**src/rtl/dmag_pkg.sv**
```systemverilog
package dmag_pkg;
  // File addresses decoded on the low file-field bits (mirrored in all banks)
  localparam int IND_FILE  = 0;
  localparam int STAT_FILE = 3;
  localparam int PTR_FILE  = 4;
  // Status field positions
  localparam int BANK_LSB  = 5;
  localparam int PAGE_POS  = 7;

  typedef enum logic [1:0] {
    EA_DIRECT   = 2'd0,
    EA_INDIRECT = 2'd1,
    EA_SELF     = 2'd2
  } ea_kind_e;
endpackage

```
**src/rtl/dmag_ea.sv**
```systemverilog
module dmag_ea #(
  parameter int FILE_W = 7,
  parameter int BANK_W = 2,
  parameter int PTR_W  = 8,
  localparam int ADDR_W = FILE_W + BANK_W
) (
  input  logic [FILE_W-1:0] file,
  input  logic [PTR_W-1:0]  ptr,
  input  logic [BANK_W-1:0] bank,
  input  logic              page,
  output logic [ADDR_W-1:0] addr,
  output dmag_pkg::ea_kind_e kind
);
  import dmag_pkg::*;

  logic is_ind;
  logic ptr_self;

  assign is_ind   = (file == FILE_W'(IND_FILE));
  assign ptr_self = (ptr[FILE_W-1:0] == FILE_W'(IND_FILE));

  generate
    if (PTR_W + 1 == ADDR_W) begin : g_exact
      always_comb begin
        addr = is_ind ? {page, ptr} : {bank, file};
      end
    end else begin : g_pad
      always_comb begin
        addr = is_ind ? ADDR_W'({page, ptr}) : {bank, file};
      end
    end
  endgenerate

  always_comb begin
    if (!is_ind)       kind = EA_DIRECT;
    else if (ptr_self) kind = EA_SELF;
    else               kind = EA_INDIRECT;
  end
endmodule

```
**src/rtl/dmag_regs.sv**
```systemverilog
module dmag_regs #(
  parameter int FILE_W = 7,
  parameter int BANK_W = 2,
  parameter int PTR_W  = 8,
  parameter int DATA_W = 8
) (
  input  logic              clk,
  input  logic              rst,
  input  logic              wr_en,
  input  logic [FILE_W-1:0] wr_low,
  input  logic [DATA_W-1:0] wr_data,
  output logic [PTR_W-1:0]  ptr_q,
  output logic [BANK_W-1:0] bank_q,
  output logic              page_q,
  output logic [PTR_W-1:0]  ptr_nx,
  output logic [BANK_W-1:0] bank_nx,
  output logic              page_nx
);
  import dmag_pkg::*;

  logic ld_ptr;
  logic ld_stat;

  assign ld_ptr  = wr_en && (wr_low == FILE_W'(PTR_FILE));
  assign ld_stat = wr_en && (wr_low == FILE_W'(STAT_FILE));

  // Bypass: a fetch in the same cycle sees the value being written back
  always_comb begin
    ptr_nx  = ld_ptr  ? PTR_W'(wr_data)              : ptr_q;
    bank_nx = ld_stat ? wr_data[BANK_LSB +: BANK_W]  : bank_q;
    page_nx = ld_stat ? wr_data[PAGE_POS]            : page_q;
  end

  always_ff @(posedge clk) begin
    if (rst) begin
      ptr_q  <= '0;
      bank_q <= '0;
      page_q <= 1'b0;
    end else begin
      ptr_q  <= ptr_nx;
      bank_q <= bank_nx;
      page_q <= page_nx;
    end
  end

  AST_PTR_HOLD: assert property (@(posedge clk) disable iff (rst)
    !ld_ptr |=> $stable(ptr_q));
  AST_STAT_HOLD: assert property (@(posedge clk) disable iff (rst)
    !ld_stat |=> ($stable(bank_q) && $stable(page_q)));
endmodule

```
**src/rtl/dmag_port.sv**
```systemverilog
module dmag_port #(
  parameter int FILE_W = 7,
  parameter int ADDR_W = 9,
  parameter int DATA_W = 8
) (
  input  logic               clk,
  input  logic               rst,
  input  logic               rd_req,
  input  logic [ADDR_W-1:0]  rd_addr,
  input  dmag_pkg::ea_kind_e rd_kind,
  input  logic               wr_req,
  input  logic [ADDR_W-1:0]  wr_addr,
  input  dmag_pkg::ea_kind_e wr_kind,
  input  logic [DATA_W-1:0]  wr_data,
  output logic [ADDR_W-1:0]  ram_raddr,
  output logic               ram_oe,
  output logic [ADDR_W-1:0]  ram_waddr,
  output logic               ram_we,
  output logic [DATA_W-1:0]  ram_wdata
);
  import dmag_pkg::*;

  always_ff @(posedge clk) begin
    if (rst) begin
      ram_raddr <= '0;
      ram_oe    <= 1'b0;
      ram_waddr <= '0;
      ram_we    <= 1'b0;
      ram_wdata <= '0;
    end else begin
      ram_oe <= rd_req && (rd_kind != EA_SELF);
      ram_we <= wr_req && (wr_kind != EA_SELF);
      if (rd_req) ram_raddr <= rd_addr;
      if (wr_req) begin
        ram_waddr <= wr_addr;
        ram_wdata <= wr_data;
      end
    end
  end

  AST_OE_FROM_FETCH: assert property (@(posedge clk) disable iff (rst)
    ram_oe |-> $past(rd_req));
  AST_WE_FROM_WB: assert property (@(posedge clk) disable iff (rst)
    ram_we |-> $past(wr_req));
  AST_NO_SELF_READ: assert property (@(posedge clk) disable iff (rst)
    ram_oe |-> (ram_raddr[FILE_W-1:0] != FILE_W'(IND_FILE)));
  AST_NO_SELF_WRITE: assert property (@(posedge clk) disable iff (rst)
    ram_we |-> (ram_waddr[FILE_W-1:0] != FILE_W'(IND_FILE)));
endmodule

```
**src/rtl/dmem_addr_gen.sv**
```systemverilog
module dmem_addr_gen #(
  parameter int DATA_W = 8,
  parameter int FILE_W = 7,
  parameter int BANK_W = 2,
  parameter int PTR_W  = 8,
  localparam int ADDR_W = FILE_W + BANK_W
) (
  input  logic              clk,
  input  logic              rst,
  input  logic              fetch_phase,
  input  logic              fetch_rd_file,
  input  logic [FILE_W-1:0] fetch_file,
  input  logic              wb_phase,
  input  logic              wb_to_file,
  input  logic [FILE_W-1:0] wb_file,
  input  logic [DATA_W-1:0] wb_data,
  input  logic [DATA_W-1:0] ram_din,
  output logic [ADDR_W-1:0] ram_raddr,
  output logic              ram_oe,
  output logic [ADDR_W-1:0] ram_waddr,
  output logic              ram_we,
  output logic [DATA_W-1:0] ram_wdata,
  output logic [DATA_W-1:0] opnd_data
);
  import dmag_pkg::*;

  logic               rd_req, wr_req;
  logic [PTR_W-1:0]   ptr_q, ptr_nx;
  logic [BANK_W-1:0]  bank_q, bank_nx;
  logic               page_q, page_nx;
  logic [ADDR_W-1:0]  rd_addr, wr_addr;
  ea_kind_e           rd_kind, wr_kind;

  assign rd_req = fetch_phase && fetch_rd_file;
  assign wr_req = wb_phase && wb_to_file;

  // Write side uses the held values
  dmag_ea #(.FILE_W(FILE_W), .BANK_W(BANK_W), .PTR_W(PTR_W)) u_ea_wr (
    .file(wb_file), .ptr(ptr_q), .bank(bank_q), .page(page_q),
    .addr(wr_addr), .kind(wr_kind)
  );

  dmag_regs #(.FILE_W(FILE_W), .BANK_W(BANK_W), .PTR_W(PTR_W), .DATA_W(DATA_W)) u_regs (
    .clk(clk), .rst(rst),
    .wr_en(wr_req && (wr_kind != EA_SELF)),
    .wr_low(wr_addr[FILE_W-1:0]), .wr_data(wb_data),
    .ptr_q(ptr_q), .bank_q(bank_q), .page_q(page_q),
    .ptr_nx(ptr_nx), .bank_nx(bank_nx), .page_nx(page_nx)
  );

  // Read side uses the bypassed values
  dmag_ea #(.FILE_W(FILE_W), .BANK_W(BANK_W), .PTR_W(PTR_W)) u_ea_rd (
    .file(fetch_file), .ptr(ptr_nx), .bank(bank_nx), .page(page_nx),
    .addr(rd_addr), .kind(rd_kind)
  );

  dmag_port #(.FILE_W(FILE_W), .ADDR_W(ADDR_W), .DATA_W(DATA_W)) u_port (
    .clk(clk), .rst(rst),
    .rd_req(rd_req), .rd_addr(rd_addr), .rd_kind(rd_kind),
    .wr_req(wr_req), .wr_addr(wr_addr), .wr_kind(wr_kind), .wr_data(wb_data),
    .ram_raddr(ram_raddr), .ram_oe(ram_oe),
    .ram_waddr(ram_waddr), .ram_we(ram_we), .ram_wdata(ram_wdata)
  );

  assign opnd_data = ram_oe ? ram_din : '0;

  AST_ZERO_WHEN_IDLE: assert property (@(posedge clk) disable iff (rst)
    $past(rd_req && (rd_kind == EA_SELF)) |-> (opnd_data == '0));
endmodule

```
**config.mk**
```make
export PLATFORM = sky130hd
export DESIGN_NAME = dmem_addr_gen
export DESIGN_NICKNAME = d
export VERILOG_FILES = /design/src/rtl/dmag_pkg.sv /design/src/rtl/dmag_ea.sv /design/src/rtl/dmag_regs.sv /design/src/rtl/dmag_port.sv /design/src/rtl/dmem_addr_gen.sv
export SDC_FILE = /design/constraint.sdc
export NUM_CORES = 1
export LEC_CHECK = 0
export ABC_AREA = 1
export ABC_CLOCK_PERIOD_IN_PS = 3100
export BUFFER_PORTS_ARGS = -buffer_cell sky130_fd_sc_hd__buf_2
export CORE_MARGIN = 2
export CORE_UTILIZATION = 30
export DETAILED_ROUTE_END_ITERATION = 8
export HOLD_SLACK_MARGIN = 0.1
export REMOVE_ABC_BUFFERS = 1
export SYNTH_ARGS = -nofsm -noshare
export SYNTH_HDL_FRONTEND = slang
export SYNTH_HIERARCHICAL = 1
export SYNTH_SLANG_ARGS = --single-unit
export TNS_END_PERCENT = 1
```
**constraint.sdc**
```tcl
create_clock -name clk -period 3.1 [get_ports clk]
set_clock_uncertainty 0.15 [all_clocks]
set_input_delay 0.62 -clock clk [delete_from_list [all_inputs] [get_ports clk]]
set_output_delay 0.62 -clock clk [all_outputs]
set_load 0.03 [all_outputs]
```
==> summary.txt <==
Synth
  – Yosys cell types: 20
  – Flip-flop and latch count after synthesis: 39
  – Synthesized instance count: 360
  – YS warnings: 6
  – Cell Area, Synth: 2220 um2
  – Leading area contributor after synthesis: dfxtp_1
  – Synth area leaders: dfxtp_1 (35%), nand2_1 (19%), nor2_1 (12%), inv_1 (11%), nand3_1 (4.3%)
  – Avg Cell Area, Syn: 6.17 um2
  – Register area share after synthesis: 0.352
  – Synth top area share: 0.352

Critical path
  – Setup crit end kind: flip-flop
  – FF-to-FF Start: u_regs/ptr_q[6]$_SDFF_PP0_
  – Max stage delay on crit path: 150 ps
  – Critical path required time: 3140 ps
  – Critical-path top delay cell: nor2_1
  – Crit start category: input pin
  – End of the critical path: u_port/ram_oe$_SDFF_PP0_
  – CP max FO: 10
  – Reg-to-Reg End: u_port/ram_oe$_SDFF_PP0_
  – Kind of critical path: input pin to flip-flop
  – Worst reg2reg setup slack: 870 ps
  – CP arrival: 2580 ps
  – Worst r2r path cells: 17
  – Crit path from: wb_file[3]
  – Critical path, cell by cell: buf_2 -> nor2_1 -> nand2_1 -> inv_2 -> nand2_2 -> nor2_1 -> inv_1 -> a21oi_1 -> nand2_2 -> nor2_8 -> nand2_2 -> nand2_1 -> nand2_1 -> nor2_1 -> nand2_1 -> nor2_1 -> inv_1 -> nor2_2 -> a21oi_1

Pwr
  – PwrDens: 433 nW/um2
  – Pwr Total: 1.18 mW
  – Leakage: 1.64 nW
  – Maximum vdd drop: 153 uV

Route
  – DRC violations left: 0
  – WL per Instance: 10.2 um
  – DR pass1 iterations: 5
  – Vias: 2,213
  – Initial DRC count: 65
  – DR vias/cell: 4.17
  – Post-DRT Antenna Nets: 0
  – Final WL: 5430 um

CTS
  – Root cell of the clock tree: clkbuf_8
  – Post-CTS setup buffer count: 0
  – Hold bufs inserted after CTS: 0
  – Num CTS Buffers: 5
  – H-tree depth: 2
  – Clock buffer depth: 2
  – Clock latency on the worst-skew pair: 290 ps
  – CTS sink cnt: 39
  – Post_cts resized: 0
  – Clk slew on worst S/H paths: 70 ps
  – CTS tree: built

Timing
  – RSZ-0062 raised after global routing: no
  – Final worst setup slack: 551 ps
  – Min Tclk post-route: 2550 ps
  – Setup TNS: 0 ps
  – Hold_ws: 319 ps
  – Peak Freq: 392 MHz
  – Final Hold Vio Count: 0
  – Slew HR: 0.651
  – Max-slew violations: 0
  – Worst-margin pin slew: 522 ps
  – Period utilization: 0.822
  – Final setup fails: 0

Place
  – Post-DP HPWL: 4220 um
  – GP Congestion: 0.834
  – Setup WS pre-CTS: 217 ps
  – Post-Place Cell Area: 2610 um2
  – Post-Place Cells: 523
  – PortBufs: 71

Finish
  – Post-Layout Cell Count: 531
  – Final core area utilization: 0.377
  – Synth-to-layout area growth: 22.7%
  – Fin area: 2720 um2
  – Nets: 467
  – Diode count: 0
  – Share of layout cells above drive strength 1: 0.243

Floorplanning
  – Die H: 90.0 um
  – Starting Density: 0.308
  – Die Wd: 90.0 um
  – Core footprint: 7210 um2
  – Row count: 31
  – Die area: 8100 um2
  – Io pins: 72

Global route
  – Vias in the first global route: 2,040
  – First-pass GRT wire length: 9250 um
  – GRT overflow: 0
  – Initial antenna violation count: 0
  – GRT Util Overall: 0.137
  – Largest net degree at the start of global routing: 32

Run status
  – Outcome: finished clean

Run
  – Max-Cap Viols: 0

Hold path
  – Hold WC Path Type: flip-flop to flip-flop
## cell usage in the layout, fill, tap and decap left out, drive strengths merged
cell,instances
nor2,76
clkinv,1
nand3,27
a21oi,11
clkbuf,6
bufinv,1
buf,75
nor3,1
dfxtp,39
nand3b,3
nand2,118
o21ai,4
inv,70
## layout make-up
type                            count  area [um2]
Timing Repair Buffer               75         385
Clock inverter                      2        35.0
Clock buffer                        6        82.6
Fill cell                         842        4490
Multi-Input combinational cell    240        1050
Sequential cell                    39         781
Inverter                           70         263
Tap cell                           99         124
## logic make-up after synthesis
group           count (synthesis)  share of synthesized area
flops                          39                      0.352
compound gates                 15                     0.0355
simple gates                  225                      0.439
buf+inv                        81                      0.174
## worst max-delay path, delay by kind of cell
kind | cells | cell delay, ps
buffers and inverters | 4 | 360
AO/OA/AOI/OAI | 2 | 200
AND/OR/NAND/NOR | 13 | 1380
## state kept, by name, summed over array words and instances (netlist names)
signal,count
u_regs/page_q,1
u_regs/bank_q,2
u_regs/ptr_q,8
u_port/ram_oe,1
u_port/ram_waddr,9
u_port/ram_raddr,9
u_port/ram_wdata,8
u_port/ram_we,1
## per-layer routing
| layer | vias to the layer above | GRT usage | share of wire |
|---|---|---|---|
| met5 | - | 0 | 0 |
| met4 | 0 | 0.0423 | 0.014 |
| met3 | 8 | 0.0293 | 0.048 |
| met2 | 46 | 0.229 | 0.47 |
| met1 | 967 | 0.176 | 0.47 |
| li1 | 1192 | - | - |
## worst min path at each step
| stage | startpoint | slack (ps) | depth (start not counted) | end |
|---|---|---|---|---|
| 6_report | u_port/ram_waddr[6]$_SDFFE_PP0P_ | 320 | 2 | u_port/ram_waddr[6]$_SDFFE_PP0P_ |
| 5_1_grt | u_port/ram_waddr[4]$_SDFFE_PP0P_ | 330 | 2 | u_port/ram_waddr[4]$_SDFFE_PP0P_ |
| 4_1_cts | u_port/ram_wdata[2]$_SDFFE_PP0P_ | 320 | 2 | u_port/ram_wdata[2]$_SDFFE_PP0P_ |
| 3_5_place_dp | u_port/ram_raddr[3]$_SDFFE_PP0P_ | 310 | 2 | u_port/ram_raddr[3]$_SDFFE_PP0P_ |
| 3_3_place_gp | u_port/ram_waddr[6]$_SDFFE_PP0P_ | 300 | 2 | u_port/ram_waddr[6]$_SDFFE_PP0P_ |
| 2_1_floorplan | u_regs/ptr_q[7]$_SDFF_PP0_ | 310 | 2 | u_regs/ptr_q[7]$_SDFF_PP0_ |
## where the power goes
group | leakage, nW | switching (mW) | internal (mW)
Sequential | 0.320 | 0.0114 | 0.524
Clock | 0.0612 | 0.179 | 0.260
Combinational | 1.26 | 0.138 | 0.0654
Total | 1.64 | 0.328 | 0.850
## cells in the mapped netlist (all sizes together)
library cell and number:
o21ai 4, nor2 76, dfxtp 39, inv 70, nand3 27, clkbuf 2
nand3b 3, nand2 118, a21oi 11, buf 9, nor3 1
No activity file was read; power rests on OpenSTA's default activity.
